### src/rtl/uart_rx_vote_pkg.sv
package uart_rx_vote_pkg;
  typedef enum logic [2:0] {
    ST_IDLE,
    ST_START,
    ST_DATA,
    ST_PAR,
    ST_STOP
  } rx_state_e;
endpackage

### src/rtl/rx_sync.sv
module rx_sync #(
  parameter int STAGES = 2
) (
  input  logic clk,
  input  logic rst_n,
  input  logic din,
  output logic dout
);
  logic [STAGES-1:0] chain;

  always_ff @(posedge clk or negedge rst_n) begin
    if (!rst_n) chain <= '1;
    else        chain <= {chain[STAGES-2:0], din};
  end

  assign dout = chain[STAGES-1];
endmodule

### src/rtl/rx_vote3.sv
module rx_vote3 (
  input  logic clk,
  input  logic rst_n,
  input  logic tick,
  input  logic din,
  output logic vote
);
  // readings from the two previous ticks; the current one is din
  logic [1:0] hist;

  always_ff @(posedge clk or negedge rst_n) begin
    if (!rst_n)    hist <= 2'b11;
    else if (tick) hist <= {hist[0], din};
  end

  assign vote = (hist[1] & hist[0]) | (hist[1] & din) | (hist[0] & din);
endmodule

### src/rtl/rx_frame_fsm.sv
module rx_frame_fsm
  import uart_rx_vote_pkg::*;
#(
  parameter int OVS      = 16,
  parameter int MID_NORM = 8,
  parameter int MID_SIR  = 4,
  parameter int MAXW     = 8,
  parameter int WLW      = 2
) (
  input  logic            clk,
  input  logic            rst_n,
  input  logic            tick,
  input  logic            line,
  input  logic            vote,
  input  logic            sir_sel,
  input  logic [WLW-1:0]  word_len,
  input  logic            par_en,
  input  logic            par_odd,
  output logic            rx_valid,
  output logic [MAXW-1:0] rx_data,
  output logic            rx_frame_err,
  output logic            rx_par_err,
  output logic            rx_break
);
  localparam int CW   = $clog2(OVS);
  localparam int BW   = $clog2(MAXW);
  localparam int MINW = MAXW - (2**WLW) + 1;
  localparam logic [CW-1:0] MIDN = CW'(MID_NORM);
  localparam logic [CW-1:0] MIDS = CW'(MID_SIR);
  localparam logic [CW-1:0] LAST = CW'(OVS - 1);

  rx_state_e       state;
  logic [CW-1:0]   cnt;
  logic [BW-1:0]   bidx;
  logic [MAXW-1:0] shreg;
  logic            par_acc;
  logic            seen_one;
  logic [BW-1:0]   c_last;
  logic            c_par;
  logic            c_odd;
  logic            c_sir;
  logic            eval;

  // tick index since start = cnt+1; evaluate one tick past the centre
  always_comb begin
    if (state == ST_START) eval = tick && (cnt == (c_sir ? MIDS : MIDN));
    else                   eval = tick && (cnt == LAST);
  end

  always_ff @(posedge clk or negedge rst_n) begin
    if (!rst_n) begin
      state        <= ST_IDLE;
      cnt          <= '0;
      bidx         <= '0;
      shreg        <= '0;
      par_acc      <= 1'b0;
      seen_one     <= 1'b0;
      c_last       <= '0;
      c_par        <= 1'b0;
      c_odd        <= 1'b0;
      c_sir        <= 1'b0;
      rx_valid     <= 1'b0;
      rx_data      <= '0;
      rx_frame_err <= 1'b0;
      rx_par_err   <= 1'b0;
      rx_break     <= 1'b0;
    end else begin
      rx_valid <= 1'b0;
      if (tick) begin
        cnt <= cnt + 1'b1;
        case (state)
          ST_IDLE: begin
            if (!line) begin
              state    <= ST_START;
              cnt      <= '0;
              bidx     <= '0;
              shreg    <= '0;
              par_acc  <= 1'b0;
              seen_one <= 1'b0;
              c_last   <= BW'(word_len) + BW'(MINW - 1);
              c_par    <= par_en;
              c_odd    <= par_odd;
              c_sir    <= sir_sel;
            end
          end
          ST_START: begin
            if (eval) begin
              cnt   <= '0;
              state <= vote ? ST_IDLE : ST_DATA;
            end
          end
          ST_DATA: begin
            if (eval) begin
              cnt         <= '0;
              shreg[bidx] <= vote;
              par_acc     <= par_acc ^ vote;
              seen_one    <= seen_one | vote;
              if (bidx == c_last) state <= c_par ? ST_PAR : ST_STOP;
              else                bidx  <= bidx + 1'b1;
            end
          end
          ST_PAR: begin
            if (eval) begin
              cnt      <= '0;
              par_acc  <= par_acc ^ vote;
              seen_one <= seen_one | vote;
              state    <= ST_STOP;
            end
          end
          ST_STOP: begin
            if (eval) begin
              cnt          <= '0;
              state        <= ST_IDLE;
              rx_valid     <= 1'b1;
              rx_data      <= shreg;
              rx_frame_err <= ~vote;
              rx_par_err   <= c_par & (par_acc ^ c_odd);
              rx_break     <= ~seen_one & ~vote;
            end
          end
          default: state <= ST_IDLE;
        endcase
      end
    end
  end

  p_strobe_single_r9: assert property (@(posedge clk) disable iff (!rst_n)
    rx_valid |=> !rx_valid);

  p_break_frames_r8: assert property (@(posedge clk) disable iff (!rst_n)
    (rx_valid && rx_break) |-> (rx_frame_err && rx_data == '0));

  p_hold_no_tick_r10: assert property (@(posedge clk) disable iff (!rst_n)
    !tick |=> ($stable(state) && $stable(cnt)));

  p_no_par_err_r6: assert property (@(posedge clk) disable iff (!rst_n)
    (rx_valid && !c_par) |-> !rx_par_err);

  p_upper_clear_r4: assert property (@(posedge clk) disable iff (!rst_n)
    rx_valid |-> ((rx_data >> ((BW+1)'(c_last) + 1'b1)) == '0));

  p_idle_stays_r2: assert property (@(posedge clk) disable iff (!rst_n)
    (state == ST_IDLE && tick && line) |=> state == ST_IDLE);
endmodule

### src/rtl/uart_rx_vote.sv
module uart_rx_vote #(
  parameter int OVS         = 16,
  parameter int MID_NORM    = 8,
  parameter int MID_SIR     = 4,
  parameter int MAXW        = 8,
  parameter int WLW         = 2,
  parameter int SYNC_STAGES = 2
) (
  input  logic            clk,
  input  logic            rst_n,
  input  logic            tick16,
  input  logic            rxd,
  input  logic            sir_sel,
  input  logic [WLW-1:0]  word_len,
  input  logic            par_en,
  input  logic            par_odd,
  output logic            rx_valid,
  output logic [MAXW-1:0] rx_data,
  output logic            rx_frame_err,
  output logic            rx_par_err,
  output logic            rx_break
);
  logic line;
  logic vote;

  rx_sync #(.STAGES(SYNC_STAGES)) u_sync (
    .clk  (clk),
    .rst_n(rst_n),
    .din  (rxd),
    .dout (line)
  );

  rx_vote3 u_vote (
    .clk  (clk),
    .rst_n(rst_n),
    .tick (tick16),
    .din  (line),
    .vote (vote)
  );

  rx_frame_fsm #(
    .OVS     (OVS),
    .MID_NORM(MID_NORM),
    .MID_SIR (MID_SIR),
    .MAXW    (MAXW),
    .WLW     (WLW)
  ) u_fsm (
    .clk         (clk),
    .rst_n       (rst_n),
    .tick        (tick16),
    .line        (line),
    .vote        (vote),
    .sir_sel     (sir_sel),
    .word_len    (word_len),
    .par_en      (par_en),
    .par_odd     (par_odd),
    .rx_valid    (rx_valid),
    .rx_data     (rx_data),
    .rx_frame_err(rx_frame_err),
    .rx_par_err  (rx_par_err),
    .rx_break    (rx_break)
  );
endmodule

### config.mk
export PLATFORM = sky130hd
export DESIGN_NAME = uart_rx_vote
export DESIGN_NICKNAME = d
export VERILOG_FILES = /design/src/rtl/uart_rx_vote_pkg.sv /design/src/rtl/rx_sync.sv /design/src/rtl/rx_vote3.sv /design/src/rtl/rx_frame_fsm.sv /design/src/rtl/uart_rx_vote.sv
export SDC_FILE = /design/constraint.sdc
export NUM_CORES = 1
export LEC_CHECK = 0
export BUFFER_PORTS_ARGS = -buffer_cell sky130_fd_sc_hd__buf_4
export CORE_MARGIN = 1.5
export CORE_UTILIZATION = 35
export DETAILED_ROUTE_END_ITERATION = 8
export GPL_TIMING_DRIVEN = 0
export SYNTH_ARGS = -nofsm -noshare
export SYNTH_HDL_FRONTEND = slang
export SYNTH_HIERARCHICAL = 1
export SYNTH_SLANG_ARGS = --single-unit
### constraint.sdc
create_clock -name clk -period 1.8 [get_ports clk]
set_input_delay 0.27 -clock clk [delete_from_list [all_inputs] [get_ports clk]]
set_output_delay 0.27 -clock clk [all_outputs]
set_load 0.03 [all_outputs]
== Yosys cells after proc, flatten, opt, wreduce, memory -nomap -nowiden ==
Cells that the tools add are included.
Storage, ports and cells
  flip-flop bits (word level): 42
  input bits: 9
  logic and storage cells: 96
Operators by class
  add/sub/neg operators: 3
  $lt $le $gt $ge: 2
  equality and inequality tests: 15
  multiplexer cells: 32
  bitwise logic cells: 13
  reductions and logical operators: 14
Operators with widths (number)
  $mux 3: 10
  $mux 8: 2
  $pmux 8 s2: 1
  $pmux 3 s5: 1
  $mux 4: 3
  $ne 2x1->1 const B: 6
  $bwmux 8: 1
  $mux 1: 8
  $pmux 4 s2: 1
  $reduce_and 4->1: 2
  $reduce_and 7->1: 1
  $eq 3x2->1 const B: 2
  $pmux 3 s2: 1
  $reduce_and 3->1: 2
  $and 1x1->1: 5
  $reduce_and 5->1: 1
  $add 4x1->4 const B: 1
  $eq 4x4->1: 1
  $eq 4x4->1 const B: 1
  $lt 3x4->1 const B: 1
  $ne 2x2->1 const B: 2
  $pmux 1 s2: 2
  $reduce_bool 2->1: 2
  $reduce_or 4->1: 1
  14 further kinds: 21

== Longest topological paths before layout ==
Gate-level depths: netlist (run 1).
  depth after elaboration: 7
  gate-level depth with buffers: 7

== Hierarchy ==
The synthesis (run 1) kept the hierarchy.
By module, submodules not included
  rx_frame_fsm: times used 1, cells an instance 200, area each 1905.6 um^2
  rx_vote3: times used 1, cells an instance 5, area each 86.3 um^2
  rx_sync: times used 1, cells an instance 2, area each 52.6 um^2

== Least setup slack after synthesis (run 1) ==
OpenSTA, ideal clock, no wires.
  path kind: reg-to-reg
  from: register u_fsm.bidx[1]
  to: register u_fsm.state[2]
  setup time: 0.125 ns
  data arrival time: 1.426 ns
  required time: 1.675 ns
  path slack: 0.249 ns
  cell stages (with the launch flop): 6
  buffers on the path: 0
  clock period less this slack: 1.551 ns
  cell sequence: dfrtp_1 > xor2_1 > nor3_2 > a2111oi_4 > nor2_1 > mux2_4
Between the ends
  cells in the longest elaborated chain, start to end: 3
RTL lines
  start, declared: line rx_frame_fsm.sv:34  | logic [BW-1:0] bidx;
  start signal, assigned: line rx_frame_fsm.sv:99  | else bidx <= bidx + 1'b1;
  $eq 3x3->1: line rx_frame_fsm.sv:98  | if (bidx == c_last) state <= c_par ? ST_PAR : ST_STOP;
  $ne 2x1->1 (no source line)
  $reduce_and 7->1 (no source line)
  end signal, assigned: line rx_frame_fsm.sv:89  | state <= vote ? ST_IDLE : ST_DATA;
  end signal, assigned: line rx_frame_fsm.sv:98
  end, declared: line rx_frame_fsm.sv:32  | rx_state_e state;
No other way between the ends.
A chain may end at the register's enable or synchronous reset.

== Final worst setup path (run 1) ==
Same ends and word-level chain as after synthesis.

==> metrics.txt, run 1 <==
status finished, final reports clean; CP Launch Type register; H-Tree Depth 2; Area Growth Syn to Fin 19.4%; final max-slew violation count 0; DIE WIDTH 79.4 µm; max-cap violations 0; CTS tree yes; leakage power 0.00117 µW; maximum vdd ir drop 0.000479 V; first-pass GRT wire length 6530 µm; initial drt markers 116; Critical Path End Type register; clock tree buffer depth 2; Util after Layout 43.8%; Cells after DPL 299; Worst EP required 1.99 ns; Clk pin slew, worst setup/hold paths 0.09 ns; core area 5570 µm²; Worst-Skew Late Latency 0.30 ns; DRC violations left 0; largest net degree at the start of global routing 43; Post-CTS Setup Bufs 0; worst min-delay path class input pin to register; sum of negative setup slack 0 ns; die height 79.4 µm; initial antenna violation count 0; antenna viol nets, final 0; normalized max-slew margin 65.6%; total vias in the final route 1538; synthesis-stage register bit count 42; vias in the first global route 1400; Diodes inserted 0; Yosys warning total 6; Period minus WS final 1.68 ns; total power 3060 µW; crit path max fanout 4; area of the mapped netlist 2040 µm²; post-synthesis cell type count 45; Crit Path Category register to register; root buf cell clkbuf_8; final wirelength 3810 µm; Via density 4.99; pwr dens 1250 nW/µm²; CP Data Arrival Time 1.87 ns; fin nets 246; Clock Sinks 42; 1st-pass router iterations 4; most frequent cells in the layout nand2_1 (39), dfrtp_1 (38), buf_4 (20); Peak Freq 595 MHz; TritonCTS buffer count 5; sequential-to-total area share from yosys stat 51.7%; syn_nets 218; clock skew 0.00745 ns; Initial Util 36.7%; post-placement worst setup slack 0.0741 ns; Final WS setup 0.120 ns; DR WL/cell 12.4 µm; global route overflow 0; number of port buffers 20; # rows 27; synthesized instance count 207; most common cell after layout, fill and taps aside nand2_1; non-filler cells, final 308; die area 6310 µm²; DP Wirelength 2690 µm; unrepaired setup endpoints after global routing false; fin crit share 93.3%; setup violators final 0; Total GRT Usage 13.4%; IO Count 21; Fin. Hold Viols 0; synthesized area per cell 9.88 µm²; share of cells above drive strength 1 24.2%; Worst Max-Slew Pin Slew 0.516 ns; routability cong. 0.778
[what timing repair did]
action / CTS / global route
hold endpoints to repair: 38 / 0
gates resized for setup: 0 / 4
setup endpoints to repair: 0 / 13
hold buffers: 1 / 0
[through the flow]
step                      instance area [µm²]  hold WS [ns]
after floorplan                          2040       -0.0256
after global placement                   2280         0.289
after detailed placement                 2280         0.292
after CTS                                2430        0.0701
after global routing                     2440        0.0633
final                                    2440        0.0757
[logic make-up after synthesis]
logic type      synth area share, %
compound gates                 16.6
xor+xnor                       1.71
fa+ha+maj                      1.77
buf+inv                        3.12
flops                          51.7
mux                            5.08
simple gates                   20.0
[final cells by class]
type | count | area [µm²]
Fill cell | 550 | 3130
Sequential cell | 42 | 1060
Multi-Input combinational cell | 150 | 932
Timing Repair Buffer | 21 | 160
Tap cell | 72 | 90.1
Clock buffer | 5 | 68.8
Clock inverter | 3 | 68.8
Buffer | 11 | 50.0
Inverter | 4 | 15.0
[registers in the layout (all words and copies together), names as in the netlist, 2 cells and up]
| name | flops |
|---|---|
| u_fsm/state | 3 |
| u_fsm/rx_data | 8 |
| u_sync/chain | 2 |
| u_fsm/bidx | 3 |
| u_fsm/shreg | 8 |
| u_vote/hist | 2 |
| u_fsm/c_last | 3 |
| u_fsm/cnt | 4 |
[worst paths after layout]
kind,start,end,slack (ns),cells past startpoint
min in group asynchronous,rst_n,u_fsm/seen_one,0.48,2
min,rxd,u_sync/chain[0],0.08,1
max in group asynchronous,rst_n,u_sync/chain[1],0.96,2
max reg2reg,u_fsm/bidx[1],u_fsm/state[2],0.12,5
max,u_fsm/bidx[1],u_fsm/state[2],0.12,5
min reg2reg,u_sync/chain[0],u_sync/chain[1],0.37,0
[synth_stat cells, drive strengths merged]
library cell,count,share of area [%]
maj3,1,0.55
o22ai,2,0.61
o31a,1,0.43
dfstp,4,5.1
and2b,1,0.49
inv,4,0.73
nand4,3,0.92
a21oi,5,1.2
o211ai,1,0.37
ha,2,1.2
nand2,40,7.5
nor3,4,1.2
o21ai,21,5.3
a211o,1,0.43
dfrtp,38,47
nor2,15,2.9
a31oi,4,1.2
mux2,8,4.6
and4,2,0.86
o211a,2,0.98
and3,1,0.55
a2111oi,1,1.3
clkbuf,5,0.92
buf,6,1.5
mux2i,1,0.49
nand3,5,1.2
a21boi,2,0.73
xor2,4,1.7
and2,1,0.31
a22oi,1,0.61
nand4b,1,0.43
a21o,4,1.5
and3b,1,0.43
o31ai,3,1.1
nand2b,6,1.8
o21a,1,0.37
or3,1,0.31
a22o,1,0.43
nor3b,3,1.1
[where the power goes]
part           internal [µW]  switching (µW)  leakage (µW)
Clock                    556             345     0.0000683
Sequential              1120             166      0.000537
Combinational            396             472      0.000567
Total                   2080             983       0.00117
[worst max-delay path, cell delays in order, from the launching register on]
cell and delay [ns]:
dfrtp_1 0.43, xor2_1 0.18, nor3_2 0.30, a2111oi_4 0.13
nor2_1 0.20, mux2_4 0.32
[layer usage]
metal | track usage [%] | share of wire, %
met5 | 0 | 0
met4 | 7.37 | 2.4
met3 | 3.31 | 5.6
met2 | 19.2 | 43
met1 | 18.4 | 49
Power figures use the tool's default switching activity.
==> run 2: changes to the inputs <==
--- a/config.mk
+++ b/config.mk
@@ -10,7 +10,7 @@
 export CORE_UTILIZATION = 35
 export DETAILED_ROUTE_END_ITERATION = 8
 export GPL_TIMING_DRIVEN = 0
+export PLACE_DENSITY_LB_ADDON = 0.12
 export SYNTH_ARGS = -nofsm -noshare
 export SYNTH_HDL_FRONTEND = slang
-export SYNTH_HIERARCHICAL = 1
 export SYNTH_SLANG_ARGS = --single-unit
==> run 2 against run 1 <==
Against the previous run: the flow now finishes with violations (negative setup slack); power down 10%; setup slack worse by 0.19 ns; routed wire length up 15%; via count up 4.8%; area after synthesis up 0.37%; combinational power up 3.0%; non-clock buffer count up 8; fmax down 10%; register-to-register slack worse by 0.19 ns.
==> metrics.txt, run 2 <==
status finished, violations left; failing checks negative setup slack; routability cong. 0.878; max-cap violations 0; Post-DP Area 2300 µm²; first-pass GRT wire length 7570 µm; leakage power 0.00119 µW; worst min-delay path class input pin to register; 1st-pass router iterations 4; ys flop type dfrtp_1; most common cell after layout, fill and taps aside dfrtp_1; CTS tree yes; die height 79.6 µm; Worst EP required 2.03 ns; Via density 5.39; CP Data Arrival Time 2.11 ns; Post-Layout Inst Area 2570 µm²; Crit path max-delay family simple AND/OR/NAND/NOR gates; post-synthesis cell type count 49; syn_nets 201; Cells after DPL 282; global route overflow 0; Final WS setup -0.0733 ns; DP Wirelength 2980 µm; fin crit share 104%; TritonCTS buffer count 5; crit path max fanout 4; Clk pin slew, worst setup/hold paths 0.08 ns; Period minus WS final 1.87 ns; Diodes inserted 0; leading post-synthesis cells by cell area dfrtp_1 (46%), mux2_2 (7.7%), dfstp_2 (5.1%), o21ai_0 (4.1%), nor2_1 (2.6%); normalized max-slew margin 64.2%; synthesis-stage register bit count 42; post-synth top area share 46.3%; CP max stage cell a2111o_1; commonest cells in the netlist dfrtp_1 (38), o21ai_0 (17), mux2_2 (14), nor2_1 (14), nand2_1 (12); area of the mapped netlist 2050 µm²; clock skew 0.00775 ns; slowest cell delay on critical path 0.43 ns; final wirelength 4370 µm; CP Launch Type register; DR WL/cell 14.6 µm; Initial Util 36.8%; most frequent cells in the layout dfrtp_1 (37), buf_4 (32), nor2_1 (14); Yosys warning total 0; Worst-Skew Late Latency 0.29 ns; Peak Freq 534 MHz; initial drt markers 175; setup violators final 4; Crit Path Category register to register; Total GRT Usage 15.3%; die area 6330 µm²; unrepaired setup endpoints after global routing true; share of cells above drive strength 1 38.3%; # rows 27; DIE WIDTH 79.6 µm; fin nets 237; antenna viol nets, final 0; pwr dens 1070 nW/µm²; core area 5570 µm²; critical-path cell list or3b_1 -> a2111o_1 -> o21a_1 -> or4_1 -> nand3_1; Area Growth Syn to Fin 25.3%; synthesized instance count 190; DRC violations left 0; Fin. Hold Viols 0; Worst Max-Slew Pin Slew 0.538 ns; H-Tree Depth 2; ys async rst share 100%; clock tree buffer depth 2; initial antenna violation count 0; most frequent cell after synthesis dfrtp_1; synthesized area per cell 10.8 µm²; critical path buffer and inverter count 0; non-filler cells, final 299; number of port buffers 20; root buf cell clkbuf_8; total vias in the final route 1612; Clock Sinks 42; fill count 542; Largest regs u_fsm.rx_data (8), u_fsm.shreg (8), u_fsm.cnt (4); maximum vdd ir drop 0.000500 V; largest net degree at the start of global routing 43; vias in the first global route 1569; Post-synth EDFFs 0; Critical Path End Type register; leading area contributor after synthesis dfrtp_1; IO Count 21; sequential-to-total area share from yosys stat 51.5%; final max-slew violation count 0
==> run 2: cell types whose count changed in the layout (fill, tap and decap cells not counted), moves of 4 or more <==
cell	change
buf_2	-5
nand2_1	-27
o21ai_0	-8
buf_4	+12
o41ai_2	+4
==> run 2: through the flow <==
| stage | setup TNS (ns) | util [%] | power (µW) | hold slack [ns] | setup slack [ns] |
|---|---|---|---|---|---|
| floorplan | 0 | - | 1770 | -0.0256 | 0.00749 |
| global placement | -4.29 | 41.3 | 1920 | 0.285 | -0.297 |
| detailed placement | -5.47 | 41.3 | 1970 | 0.300 | -0.330 |
| CTS | -0.192 | 44.9 | 2690 | 0.0674 | -0.0785 |
| global route | -0.837 | 46.1 | 2930 | 0.0625 | -0.160 |
| finish | -0.228 | 46.1 | 2750 | 0.0747 | -0.0733 |
==> run 2: layout make-up <==
cell class | instances | area (µm²) | share of cell area (%)
Multi-Input combinational cell | 132 | 1000 | 38.9
Buffer | 7 | 67.6 | 2.63
Timing Repair Buffer | 33 | 250 | 9.73
Clock inverter | 2 | 13.8 | 0.535
Sequential cell | 42 | 1060 | 41.1
Tap cell | 72 | 90.1 | 3.50
Inverter | 5 | 18.8 | 0.730
Clock buffer | 6 | 72.6 | 2.82
==> run 2: cell families (layout without fill, tap and decap cells) <==
logic type / after synthesis / in the layout / share of synthesized area (%)
AND/OR/NAND/NOR: 59 / 59 / 15.6
AO/OA/AOI/OAI: 51 / 51 / 16.6
flip-flops: 42 / 42 / 51.5
buffers and inverters: 16 / 53 / 4.82
multiplexers: 14 / 14 / 7.68
XOR/XNOR: 5 / 5 / 2.13
adder cells (fa/ha/maj): 3 / 3 / 1.71
==> run 2: repair_timing <==
| item | CTS | global route |
|---|---|---|
| pin swaps | 4 | 5 |
| endpoints found under the setup margin | 25 | 23 |
| endpoints found under the hold margin | 38 | 0 |
| buffers inserted | 6 | 6 |
| resized for setup | 21 | 13 |
| hold buffers | 1 | 0 |
==> run 2: path summary, 6_finish.rpt <==
check	slack, ns	depth (start not counted)	to	from
worst max-delay path	-0.07	5	u_fsm.state[0]	u_fsm.c_sir
worst min-delay path	0.07	1	u_sync.chain[0]	rxd
worst max register to register	-0.07	5	u_fsm.state[0]	u_fsm.c_sir
worst min register to register	0.36	0	u_sync.chain[1]	u_sync.chain[0]
max in group asynchronous	0.92	2	u_fsm.state[2]	rst_n
min in group asynchronous	0.49	2	u_fsm.c_sir	rst_n
==> run 2: where the power goes <==
part           internal (µW)  total, µW  switching (µW)
Clock                    274        603             329
Combinational            436        894             458
Sequential              1110       1250             143
Total                   1820       2750             931
==> run 2: per-layer routing <==
metal / vias to the layer above / share of wire [%] / track usage, %
li1: 764 / - / -
met1: 802 / 49 / 20.9
met2: 36 / 45 / 24.5
met3: 10 / 3.6 / 3.43
met4: 0 / 1.6 / 4.21
met5: - / 0 / 0
==> run 3: changes to the inputs <==
--- a/config.mk
+++ b/config.mk
@@ -9,7 +9,6 @@
 export CORE_MARGIN = 1.5
 export CORE_UTILIZATION = 35
 export DETAILED_ROUTE_END_ITERATION = 8
-export GPL_TIMING_DRIVEN = 0
 export PLACE_DENSITY_LB_ADDON = 0.12
 export SYNTH_ARGS = -nofsm -noshare
 export SYNTH_HDL_FRONTEND = slang
==> run 3 against run 2 <==
Against the previous run: the run still ends with negative setup slack left; utilization is 0.76 points lower; global-route usage is 0.16 points lower; combinational power is 5.5% lower; die area stayed put.
==> metrics.txt, run 3 (same netlist as run 2, synthesis figures left out) <==
status finished, violations left; failing checks negative setup slack; Peak Freq 533 MHz; fin nets 238; Post-Layout Inst Area 2530 µm²; fin crit share 104%; CTS tree yes; critical path buffer and inverter count 0; met2 routed WL 2000 µm; clock tree buffer depth 2; total vias in the final route 1574; antenna viol nets, final 0; 1st-pass router iterations 4; TritonCTS buffer count 5; pwr dens 1110 nW/µm²; die height 79.6 µm; unrepaired setup endpoints after global routing true; Via density 5.26; Diodes inserted 0; Period minus WS final 1.88 ns; DP Wirelength 3080 µm; vias in the first global route 1538; Crit path max-delay family simple AND/OR/NAND/NOR gates; Area Growth Syn to Fin 23.2%; final max-slew violation count 0; Reg2Reg Setup Slack -0.08 ns; clock skew 0.0113 ns; post-placement worst setup slack -0.0535 ns; Fin. Hold Viols 0; Initial Util 36.8%; final wirelength 4300 µm; critical-path cell list or3b_1 -> a2111o_1 -> o21a_1 -> or4_1 -> nand3_1; slowest cell delay on critical path 0.42 ns; Top Metal Used met4; core area 5570 µm²; IO Count 21; DIE WIDTH 79.6 µm; Critical Path End Type register; Hold Path Origin rxd; Clk pin slew, worst setup/hold paths 0.08 ns; most frequent cells in the layout buf_4 (38), dfrtp_1 (38), nor2_1 (14), o21ai_0 (14), mux2_2 (14); Worst-Skew Late Latency 0.29 ns; max-cap violations 0; non-filler cells, final 299; H-Tree Depth 2; number of port buffers 20; initial antenna violation count 0; DR WL met3 276 µm; RR Startpoint u_fsm.c_sir; largest net degree at the start of global routing 43; CP Launch Type register; Cells after DPL 291; maximum vdd ir drop 0.000439 V; Worst EP required 2.04 ns; Worst Max-Slew Pin Slew 0.533 ns; Largest regs u_fsm.rx_data (8), u_fsm.shreg (8), u_fsm.cnt (4); CP max stage cell a2111o_1; global route overflow 0; routability cong. 0.912; leakage power 0.00117 µW; Final WS setup -0.0771 ns; Crit Path Category register to register; normalized max-slew margin 64.5%; Total GRT Usage 15.2%; total power 2810 µW; root buf cell clkbuf_8; initial drt markers 130; # rows 27; CP Data Arrival Time 2.11 ns; DRC violations left 0; WL met1 1950 µm; Post-DP Area 2380 µm²; die area 6330 µm²; worst min-delay path class input pin to register; crit path max fanout 4; first-pass GRT wire length 7340 µm; start point of the critical path u_fsm.c_sir; Clock Sinks 42; share of cells above drive strength 1 34.4%; setup violators final 5; DR WL/cell 14.4 µm
run 3: cell count changes in the layout (fill, tap and decap cells not counted), moves of 4 or more:
cell and change:
o41ai_1 +4, o21ai_0 +4, o21ai_2 -4, o41ai_2 -4, mux2_4 -4, mux2_2 +4
buf_4 +6
run 3: worst paths after layout:
check                                         to  depth (start not counted)
worst max-delay path              u_fsm.state[0]                          5
worst min-delay path             u_sync.chain[0]                          1
worst max register to register    u_fsm.state[0]                          5
worst min register to register   u_sync.chain[1]                          0
max in group asynchronous       u_fsm.rx_data[4]                          2
min in group asynchronous         u_fsm.rx_valid                          2
run 3: stage by stage:
| step | utilization, % | setup TNS (ns) | hold slack [ns] |
|---|---|---|---|
| after global routing | 45.4 | -0.607 | 0.0634 |
| after detailed placement | 42.8 | -0.130 | 0.292 |
| final | 45.4 | -0.215 | 0.0758 |
| after CTS | 45.0 | -0.184 | 0.0679 |
| after global placement | 42.8 | -0.0208 | 0.279 |
| after floorplan | - | 0 | -0.0256 |
run 3: layout make-up:
type                            instances  area (µm²)
Clock buffer                            6        82.6
Timing Repair Buffer                   41         327
Clock inverter                          1        30.0
Multi-Input combinational cell        132         925
Inverter                                5        18.8
Tap cell                               72        90.1
Sequential cell                        42        1060
Fill cell                             547        3050
run 3: per-layer routing:
| layer | GRT usage, % | up-vias |
|---|---|---|
| met5 | 0 | - |
| met4 | 5.79 | 0 |
| met3 | 4.11 | 8 |
| met2 | 23.4 | 52 |
| met1 | 20.2 | 751 |
| li1 | - | 763 |
run 3: repair_timing:
item                                    in CTS  in global routing
endpoints found under the setup margin       5                 16
hold buffers                                 1                  0
buffers inserted                             0                  0
resized for setup                            2                  6
endpoints found under the hold margin       38                  0
run 3: where the power goes:
part | switching [µW] | internal (µW)
sequential | 99.9 | 1100
combinational | 461 | 384
clock | 314 | 444
